### src/rtl/pwtx_pkg.sv
package pwtx_pkg;

   typedef enum logic [1:0] {
      ST_IDLE  = 2'd0,
      ST_GAP   = 2'd1,
      ST_MARK  = 2'd2,
      ST_CLOSE = 2'd3
   } pwtx_state_e;

endpackage

### src/rtl/pwtx_cell_timer.sv
module pwtx_cell_timer #(
   parameter int CW = 8
) (
   input  logic          clk,
   input  logic          rst_n,
   input  logic          clr,
   input  logic          tick,
   output logic [CW-1:0] cnt
);

   always_ff @(posedge clk or negedge rst_n) begin
      if (!rst_n)    cnt <= '0;
      else if (clr)  cnt <= '0;
      else if (tick) cnt <= cnt + 1'b1;
   end

endmodule

### src/rtl/pwtx_bit_shifter.sv
module pwtx_bit_shifter #(
   parameter int W  = 16,
   parameter int BW = 5
) (
   input  logic          clk,
   input  logic          rst_n,
   input  logic          load,
   input  logic          shift,
   input  logic [W-1:0]  din,
   input  logic [BW-1:0] count,
   output logic          cur_bit,
   output logic          last,
   output logic [BW-1:0] left
);

   logic [W-1:0] sreg;

   always_ff @(posedge clk or negedge rst_n) begin
      if (!rst_n) begin
         sreg <= '0;
         left <= '0;
      end else if (load) begin
         sreg <= din;
         left <= count;
      end else if (shift) begin
         sreg <= sreg >> 1;
         left <= left - 1'b1;
      end
   end

   assign cur_bit = sreg[0];
   assign last    = (left == BW'(1));

   AST_LEFT_BOUND: assert property (@(posedge clk) disable iff (!rst_n)
      left <= BW'(W));

endmodule

### src/rtl/pwtx_frame_tx.sv
module pwtx_frame_tx
   import pwtx_pkg::*;
#(
   parameter int MAX_BITS    = 16,
   parameter int NB_W        = 5,
   parameter int PAUSE_TICKS = 30,
   parameter int ZERO_TICKS  = 90,
   parameter int ONE_TICKS   = 150
) (
   input  logic                clk,
   input  logic                rst_n,
   input  logic                tick_en,
   input  logic                start,
   input  logic [MAX_BITS-1:0] data,
   input  logic [NB_W-1:0]     nbits,
   output logic                carrier_en,
   output logic                busy,
   output logic                done
);

   localparam int BW = $clog2(MAX_BITS + 1);
   localparam int CW = $clog2(ONE_TICKS + 1);

   generate
      if (PAUSE_TICKS < 1 || ZERO_TICKS <= PAUSE_TICKS || ONE_TICKS <= ZERO_TICKS) begin : g_bad_timing
         $error("pwtx_frame_tx: need 0 < PAUSE_TICKS < ZERO_TICKS < ONE_TICKS");
      end
      if (NB_W < BW) begin : g_bad_count_width
         $error("pwtx_frame_tx: NB_W too narrow for MAX_BITS");
      end
   endgenerate

   pwtx_state_e   st, st_nx;
   logic [CW-1:0] cnt;
   logic          tmr_clr, sh_load, sh_shift, done_nx;
   logic          cur_bit, last_bit;
   logic [BW-1:0] left, nb_eff;
   logic [CW-1:0] cell_end;
   logic          gap_hit, cell_hit;

   assign nb_eff   = (nbits > NB_W'(MAX_BITS)) ? BW'(MAX_BITS) : BW'(nbits);
   assign cell_end = cur_bit ? CW'(ONE_TICKS - 1) : CW'(ZERO_TICKS - 1);
   assign gap_hit  = tick_en && (cnt == CW'(PAUSE_TICKS - 1));
   assign cell_hit = tick_en && (cnt == cell_end);

   pwtx_cell_timer #(.CW(CW)) u_timer (
      .clk   (clk),
      .rst_n (rst_n),
      .clr   (tmr_clr),
      .tick  (tick_en),
      .cnt   (cnt)
   );

   pwtx_bit_shifter #(.W(MAX_BITS), .BW(BW)) u_shift (
      .clk     (clk),
      .rst_n   (rst_n),
      .load    (sh_load),
      .shift   (sh_shift),
      .din     (data),
      .count   (nb_eff),
      .cur_bit (cur_bit),
      .last    (last_bit),
      .left    (left)
   );

   always_comb begin
      st_nx    = st;
      tmr_clr  = 1'b0;
      sh_load  = 1'b0;
      sh_shift = 1'b0;
      done_nx  = 1'b0;
      case (st)
         ST_IDLE: begin
            tmr_clr = 1'b1;
            if (start) begin
               sh_load = 1'b1;
               st_nx   = (nb_eff == '0) ? ST_CLOSE : ST_GAP;
            end
         end
         ST_GAP: begin
            if (gap_hit) st_nx = ST_MARK;
         end
         ST_MARK: begin
            if (cell_hit) begin
               tmr_clr  = 1'b1;
               sh_shift = 1'b1;
               st_nx    = last_bit ? ST_CLOSE : ST_GAP;
            end
         end
         ST_CLOSE: begin
            if (gap_hit) begin
               tmr_clr = 1'b1;
               done_nx = 1'b1;
               st_nx   = ST_IDLE;
            end
         end
         default: st_nx = ST_IDLE;
      endcase
   end

   always_ff @(posedge clk or negedge rst_n) begin
      if (!rst_n) begin
         st   <= ST_IDLE;
         done <= 1'b0;
      end else begin
         st   <= st_nx;
         done <= done_nx;
      end
   end

   assign carrier_en = !((st == ST_GAP) || (st == ST_CLOSE));
   assign busy       = (st != ST_IDLE);

   AST_DONE_SINGLE: assert property (@(posedge clk) disable iff (!rst_n)
      done |=> !done);
   AST_DONE_AT_END: assert property (@(posedge clk) disable iff (!rst_n)
      done |-> (carrier_en && !busy && $past(st == ST_CLOSE)));
   AST_GAP_LENGTH: assert property (@(posedge clk) disable iff (!rst_n)
      ($rose(carrier_en) && busy) |-> ($past(tick_en) && $past(cnt) == CW'(PAUSE_TICKS - 1)));
   AST_CLOSE_LENGTH: assert property (@(posedge clk) disable iff (!rst_n)
      ($rose(carrier_en) && !busy) |-> (done && $past(cnt) == CW'(PAUSE_TICKS - 1)));
   AST_CELL_BOUND: assert property (@(posedge clk) disable iff (!rst_n)
      cnt <= CW'(ONE_TICKS - 1));
   AST_BUSY_START_IGNORED: assert property (@(posedge clk) disable iff (!rst_n)
      (busy && start && !sh_shift) |=> $stable(left));
   AST_EMPTY_FRAME: assert property (@(posedge clk) disable iff (!rst_n)
      (!busy && start && nbits == '0) |=> (st == ST_CLOSE));

endmodule

### config.mk
export PLATFORM = sky130hd
export DESIGN_NAME = pwtx_frame_tx
export DESIGN_NICKNAME = d
export VERILOG_FILES = /design/src/rtl/pwtx_pkg.sv /design/src/rtl/pwtx_cell_timer.sv /design/src/rtl/pwtx_bit_shifter.sv /design/src/rtl/pwtx_frame_tx.sv
export SDC_FILE = /design/constraint.sdc
export NUM_CORES = 1
export LEC_CHECK = 0
export BUFFER_PORTS_ARGS = -buffer_cell sky130_fd_sc_hd__buf_2
export CAP_MARGIN = 25
export CORE_MARGIN = 2
export CORE_UTILIZATION = 50
export CTS_CLUSTER_SIZE = 20
export DETAILED_ROUTE_END_ITERATION = 16
export PLACE_DENSITY = 0.77
export SKIP_CTS_REPAIR_TIMING = 1
export SYNTH_ARGS = -nofsm -noshare
export SYNTH_HDL_FRONTEND = slang
export SYNTH_SLANG_ARGS = --single-unit
### constraint.sdc
create_clock -name clk -period 2.6 [get_ports clk]
set_clock_uncertainty 0.1 [all_clocks]
set_input_delay 0 -clock clk [delete_from_list [all_inputs] [get_ports clk]]
set_output_delay 0 -clock clk [all_outputs]
set_load 0.02 [all_outputs]
## Word-level counts from Yosys, hierarchy flattened

Index checks and enable logic that the tools add are counted.

- Add/sub/neg operators: 2
- $mul: 0
- Divide/modulo/power cells: 0
- $lt $le $gt $ge: 1
- Equal/unequal tests: 10
- Shifts and indexed selects: 0
- Mux-type cells: 22
- Bitwise gates (word level): 0
- Reductions and logical operators: 10

Operators with widths:

| kind | number |
|---|---|
| $mux 16 | 2 |
| $mux 8 | 3 |
| $mux 5 | 3 |
| $mux 2 | 6 |
| $add 8x1->8 const B | 1 |
| $eq 8x5->1 const B | 1 |
| $eq 8x8->1 | 1 |
| $ne 2x2->1 const B | 4 |
| $pmux 2 s4 | 1 |
| $mux 1 | 6 |
| $reduce_bool 2->1 | 3 |
| $eq 5x1->1 const B | 1 |
| $gt 5x5->1 const B | 1 |
| $logic_not 5->1 | 1 |
| $sub 5x1->5 const B | 1 |
| $eq 2x2->1 const B | 2 |
| $reduce_and 4->1 | 1 |
| $pmux 1 s3 | 1 |
| $eq 2x1->1 const B | 1 |
| $logic_and 1x1->1 | 2 |
| $logic_not 2->1 | 1 |
| $logic_not 1->1 | 1 |
| $logic_or 1x1->1 | 1 |

- Bits in registers: 32
- Latch bits: 0
- RAM bits: 0
- Memory bits (read-only): 0
- Input port bits: 25
- Output and inout port bits: 3
- Logic and storage cells: 50
- Memories: 0

## Logic depth before layout (Yosys ltp)

- Depth in word-level cells: 7
- Mapped depth: 7
- Mapped depth without buffers: 6

## Cells and area by module

From an unflattened synthesis, not the netlist that was laid out.

- Cell total of the unflattened synthesis: 170
- Area, all modules: 1737.9 um^2

Modules (own cells, without submodules):

| module | instances | cells an instance | area each (um^2) | sequential area each (um^2) |
|---|---|---|---|---|
| pwtx_bit_shifter | 1 | 98 | 1024.7 | 525.5 |
| pwtx_cell_timer | 1 | 37 | 396.6 | 200.2 |
| pwtx_frame_tx | 1 | 35 | 316.6 | 75.1 |

## Least setup slack after synthesis

OpenSTA, ideal clock, no wires.

- Path kind: register to register
- From: reg u_timer.cnt[1]
- To: reg u_timer.cnt[1]
- Setup time: 138 ps
- Data arrival time: 1491 ps
- Data required time: 2362 ps
- Slack: 871 ps
- Stages on the path, launching flop included: 7
- Path buffers: 0
- Period minus slack after synthesis: 1729 ps
- Cells stage by stage: dfrtp_1 > inv_1 > ha_1 > nand4b_1 > or4_1 > o211ai_2 > a211oi_1

- Longest elaborated chain between the ends: 5
- Elaborated cells on any way between the ends: 11
- Classes of those cells: 1 x add/sub; 2 x eq/ne; 5 x mux; 3 x reduce/logical

Ends and longest elaborated chain:

| item | line | source |
|---|---|---|
| start, declared | pwtx_cell_timer.sv:8 | `output logic [CW-1:0] cnt` |
| start signal, assigned | pwtx_cell_timer.sv:14 | `else if (tick) cnt <= cnt + 1'b1;` |
| branches (longest 5 deep; another with $add 8x1->8) | - |  |

Parallel ways; which one is timed is not known. The select of a mux whose other input is x is not followed.
A chain may end at the register's enable or synchronous reset.

## Final worst setup path

- From: reg u_timer.cnt[1]
- To: reg u_shift.left[1]

- Longest elaborated chain between the ends: 5

Ends and longest elaborated chain:

| item | line | source |
|---|---|---|
| $eq 8x8->1 | pwtx_frame_tx.sv:44 | `assign cell_hit = tick_en && (cnt == cell_end);` |
| $logic_and 1x1->1 | pwtx_frame_tx.sv:44 |  |
| $mux 1 | pwtx_frame_tx.sv:84 | `if (cell_hit) begin` |
| $mux 1 | pwtx_frame_tx.sv:72 | `case (st)` |
| $reduce_bool 2->1 (no source line) | - |  |
| end signal, assigned | pwtx_bit_shifter.sv:24 | `left <= count;` |
| end signal, assigned | pwtx_bit_shifter.sv:27 | `left <= left - 1'b1;` |
| end, declared | pwtx_bit_shifter.sv:13 | `output logic [BW-1:0] left` |

Every way passes these cells.

==> metrics <==
ratio of final minimum period to clock period=about nine tenths; crit path cell chain=inv_1, ha_1, and4b_1, o2111ai_1, mux2i_1, a31o_2, dlygate4sd3_1; sequential area share after synthesis=around 46%; CP top delay family=buffers and inverters; Place WS=542 ps; gr ovfl total=0; largest net degree at the start of global routing=36; critical path required time=about 2700 ps; antenna fix cells=0; Reg area=801 um^2; ys async rst share=100%; GP Congestion=0.828; Register-to-Register Setup Slack=roughly 210 ps; TritonRoute pass-1 iters=4; Area contributors post-synth=dfrtp_1 (46%), mux2i_1 (9.3%), o21ai_0 (5.2%), nand2_1 (5.2%), ha_1 (2.9%); DRC violations left=0; Nets=roughly 250; Clock H-tree levels=2; Hold Crit Class=in -> async; Top FF cell, synth=dfrtp_1; Post-DP HPWL=2370 um; Hold Worst Slack=between 100 and 150 ps; Leak=~1.1 nW; final setup fails=0; Worst-path clk slew=~100 ps; height of the die=62.7 um; antenna violations before repair=0; first-pass GRT wire length=5880 um; total power=between 0.0015 and 0.002 W; vias in the first global route=1,321; Slew headroom=around 54%; Cell variety after synth=a little over 40; fmax=418 MHz; status=completed; clk buf depth=2; setup slack after layout=~210 ps; crit-path max FO=5; final WL=3760 um; DR vias=between 1,000 and 1,500; IO Pins=28; Yosys warning count=0; FF+latch count, synth=32; synthesized area=between 1500 and 2000 um^2; fraction of layout cells with a size suffix above 1=between 10% and 20%; RR Startpoint=u_timer.cnt[1]; drt via density=around 5.5; Die ar.=3930 um^2; Max-cap violations=0; setup_tns=0 ps; I/O Buffers=27; Num CTS Buffers=5; worst r2r path cells=7; site row count=21; synthesis-to-layout area growth=27.1%; power per cell area=roughly 800 nW/um^2; CTS sink cnt=32; chip width=between 60 and 70 um; RSZ-0062 raised after global routing=no; fin util=around two thirds; Multi-input gate area=roughly 840 um^2; fin. max-slew vios=0; crit path DAT=~2500 ps; Iter 0 DRT Violations=80; core footprint=between 3000 and 4000 um^2; antenna viol nets, final=0; worst IR drop on VDD=slightly above 0.4 mV; wire per inst=13.9 um; net count after synthesis=around 200; number of synthesized flops with an enable pin=0; Syn Area/Cell=roughly 10 um^2; CP Launch Type=flop; Fillers=between 200 and 300; Clk Latency, worst-skew pair=~330 ps; Clock Tree Root=clkbuf_4; initial core utilization=about half; Final Hold Viols=0; TritonCTS clock tree=done; Slowest-stage cell, CP=dlygate4sd3_1; reg2reg end=u_shift.left[1]; GRT Total Usage=between 10% and 20%; Synth area leader=dfrtp_1; Max stage delay on crit path=roughly 550 ps; crit path kind=reg -> reg; Buf/Inv on CP=2; crit path capture type=flop; top cell type's share of synthesized area=approximately 46%; Syn Inst Count=around 170; actual slew at the worst max-slew pin=between 600 and 700 ps; Tmin final=around 2400 ps
synth_stat cells, drive strengths merged, types with 2 or more instances:
| cell type | instances |
|---|---|
| nand3 | 7 |
| ha | 4 |
| xnor2 | 5 |
| mux2i | 16 |
| nor2 | 10 |
| dfrtp | 32 |
| nor4b | 2 |
| clkbuf | 5 |
| buf | 4 |
| o211ai | 3 |
| nand2 | 24 |
| xor2 | 3 |
| inv | 8 |
| nand4 | 2 |
| or4 | 2 |
| a21oi | 5 |
| or3 | 3 |
| o2111ai | 2 |
| o21ai | 18 |
through the flow:
| step | cell area, um^2 | instances |
|---|---|---|
| 2_1_floorplan | 1720 | 172 |
| 3_3_place_gp | 1870 | 238 |
| 3_5_place_dp | 1870 | 238 |
| 4_1_cts | 1950 | 246 |
| 5_1_grt | 2190 | 270 |
| 6_report | 2190 | 270 |
metal layers:
layer  up-vias  track usage [%]  part of all wire [%]
li1        722                -                     -
met1       684             23.9                    44
met2        62             31.0                    48
met3        12             7.21                   5.8
met4         0             6.39                   2.3
met5         -                0                     0
kinds of logic after synthesis:
group / synth area share [%]
xor gates and xnor gates: 4.06
muxes: 9.29
buffers and inverters: 5.08
AOI/OAI and AO/OA: 13.6
DFF: 46.4
adders and majority gates: 2.90
and+or+nand+nor: 18.7
power by group:
part	leakage (nW)	switching (W)	internal [W]
clock network	0.0422	0.000169	0.000201
logic	0.636	0.000265	0.000264
registers	0.415	0.000190	0.000678
total	1.09	0.000624	0.00114
final cells by class:
class | count | share of cell area (%)
Clock inverter | 2 | 1.60
Sequential cell | 32 | 36.6
Multi-Input combinational cell | 123 | 38.1
Tap cell | 46 | 2.63
Clock buffer | 6 | 1.88
Timing Repair Buffer | 53 | 17.8
Inverter | 8 | 1.37
state kept, by name (all words and copies together) (netlist names):
name          count
done              1
st                2
u_shift.left      5
u_shift.sreg     16
u_timer.cnt       8
worst max-delay path by stage:
| stage | start | to | slack (ps) | cells past startpoint |
|---|---|---|---|---|
| after global routing | u_timer.cnt[1] | u_shift.left[1] | 110 | 7 |
| final | u_timer.cnt[1] | u_shift.left[1] | 210 | 7 |
| after global placement | u_timer.cnt[2] | u_shift.sreg[5] | 610 | 5 |
| after floorplan | u_timer.cnt[1] | u_timer.cnt[1] | 870 | 6 |
| after CTS | u_timer.cnt[2] | u_shift.sreg[9] | 520 | 5 |
| after detailed placement | u_timer.cnt[2] | u_shift.sreg[9] | 540 | 5 |
cells in the final DEF, fill, tap and decap left out, types with 2 or more instances in the layout:
| cell | count |
|---|---|
| a21oi_1 | 5 |
| inv_1 | 7 |
| nand4_1 | 2 |
| xnor2_1 | 5 |
| or3_1 | 3 |
| o21ai_0 | 18 |
| mux2i_1 | 16 |
| nand2_1 | 24 |
| xor2_1 | 3 |
| buf_4 | 2 |
| dfrtp_1 | 32 |
| o211ai_1 | 2 |
| dlygate4sd3_1 | 24 |
| ha_1 | 4 |
| buf_2 | 27 |
| or4_1 | 2 |
| clkbuf_4 | 5 |
| nand3_1 | 7 |
| nor2_1 | 10 |
No activity file was read; power rests on OpenSTA's default activity.
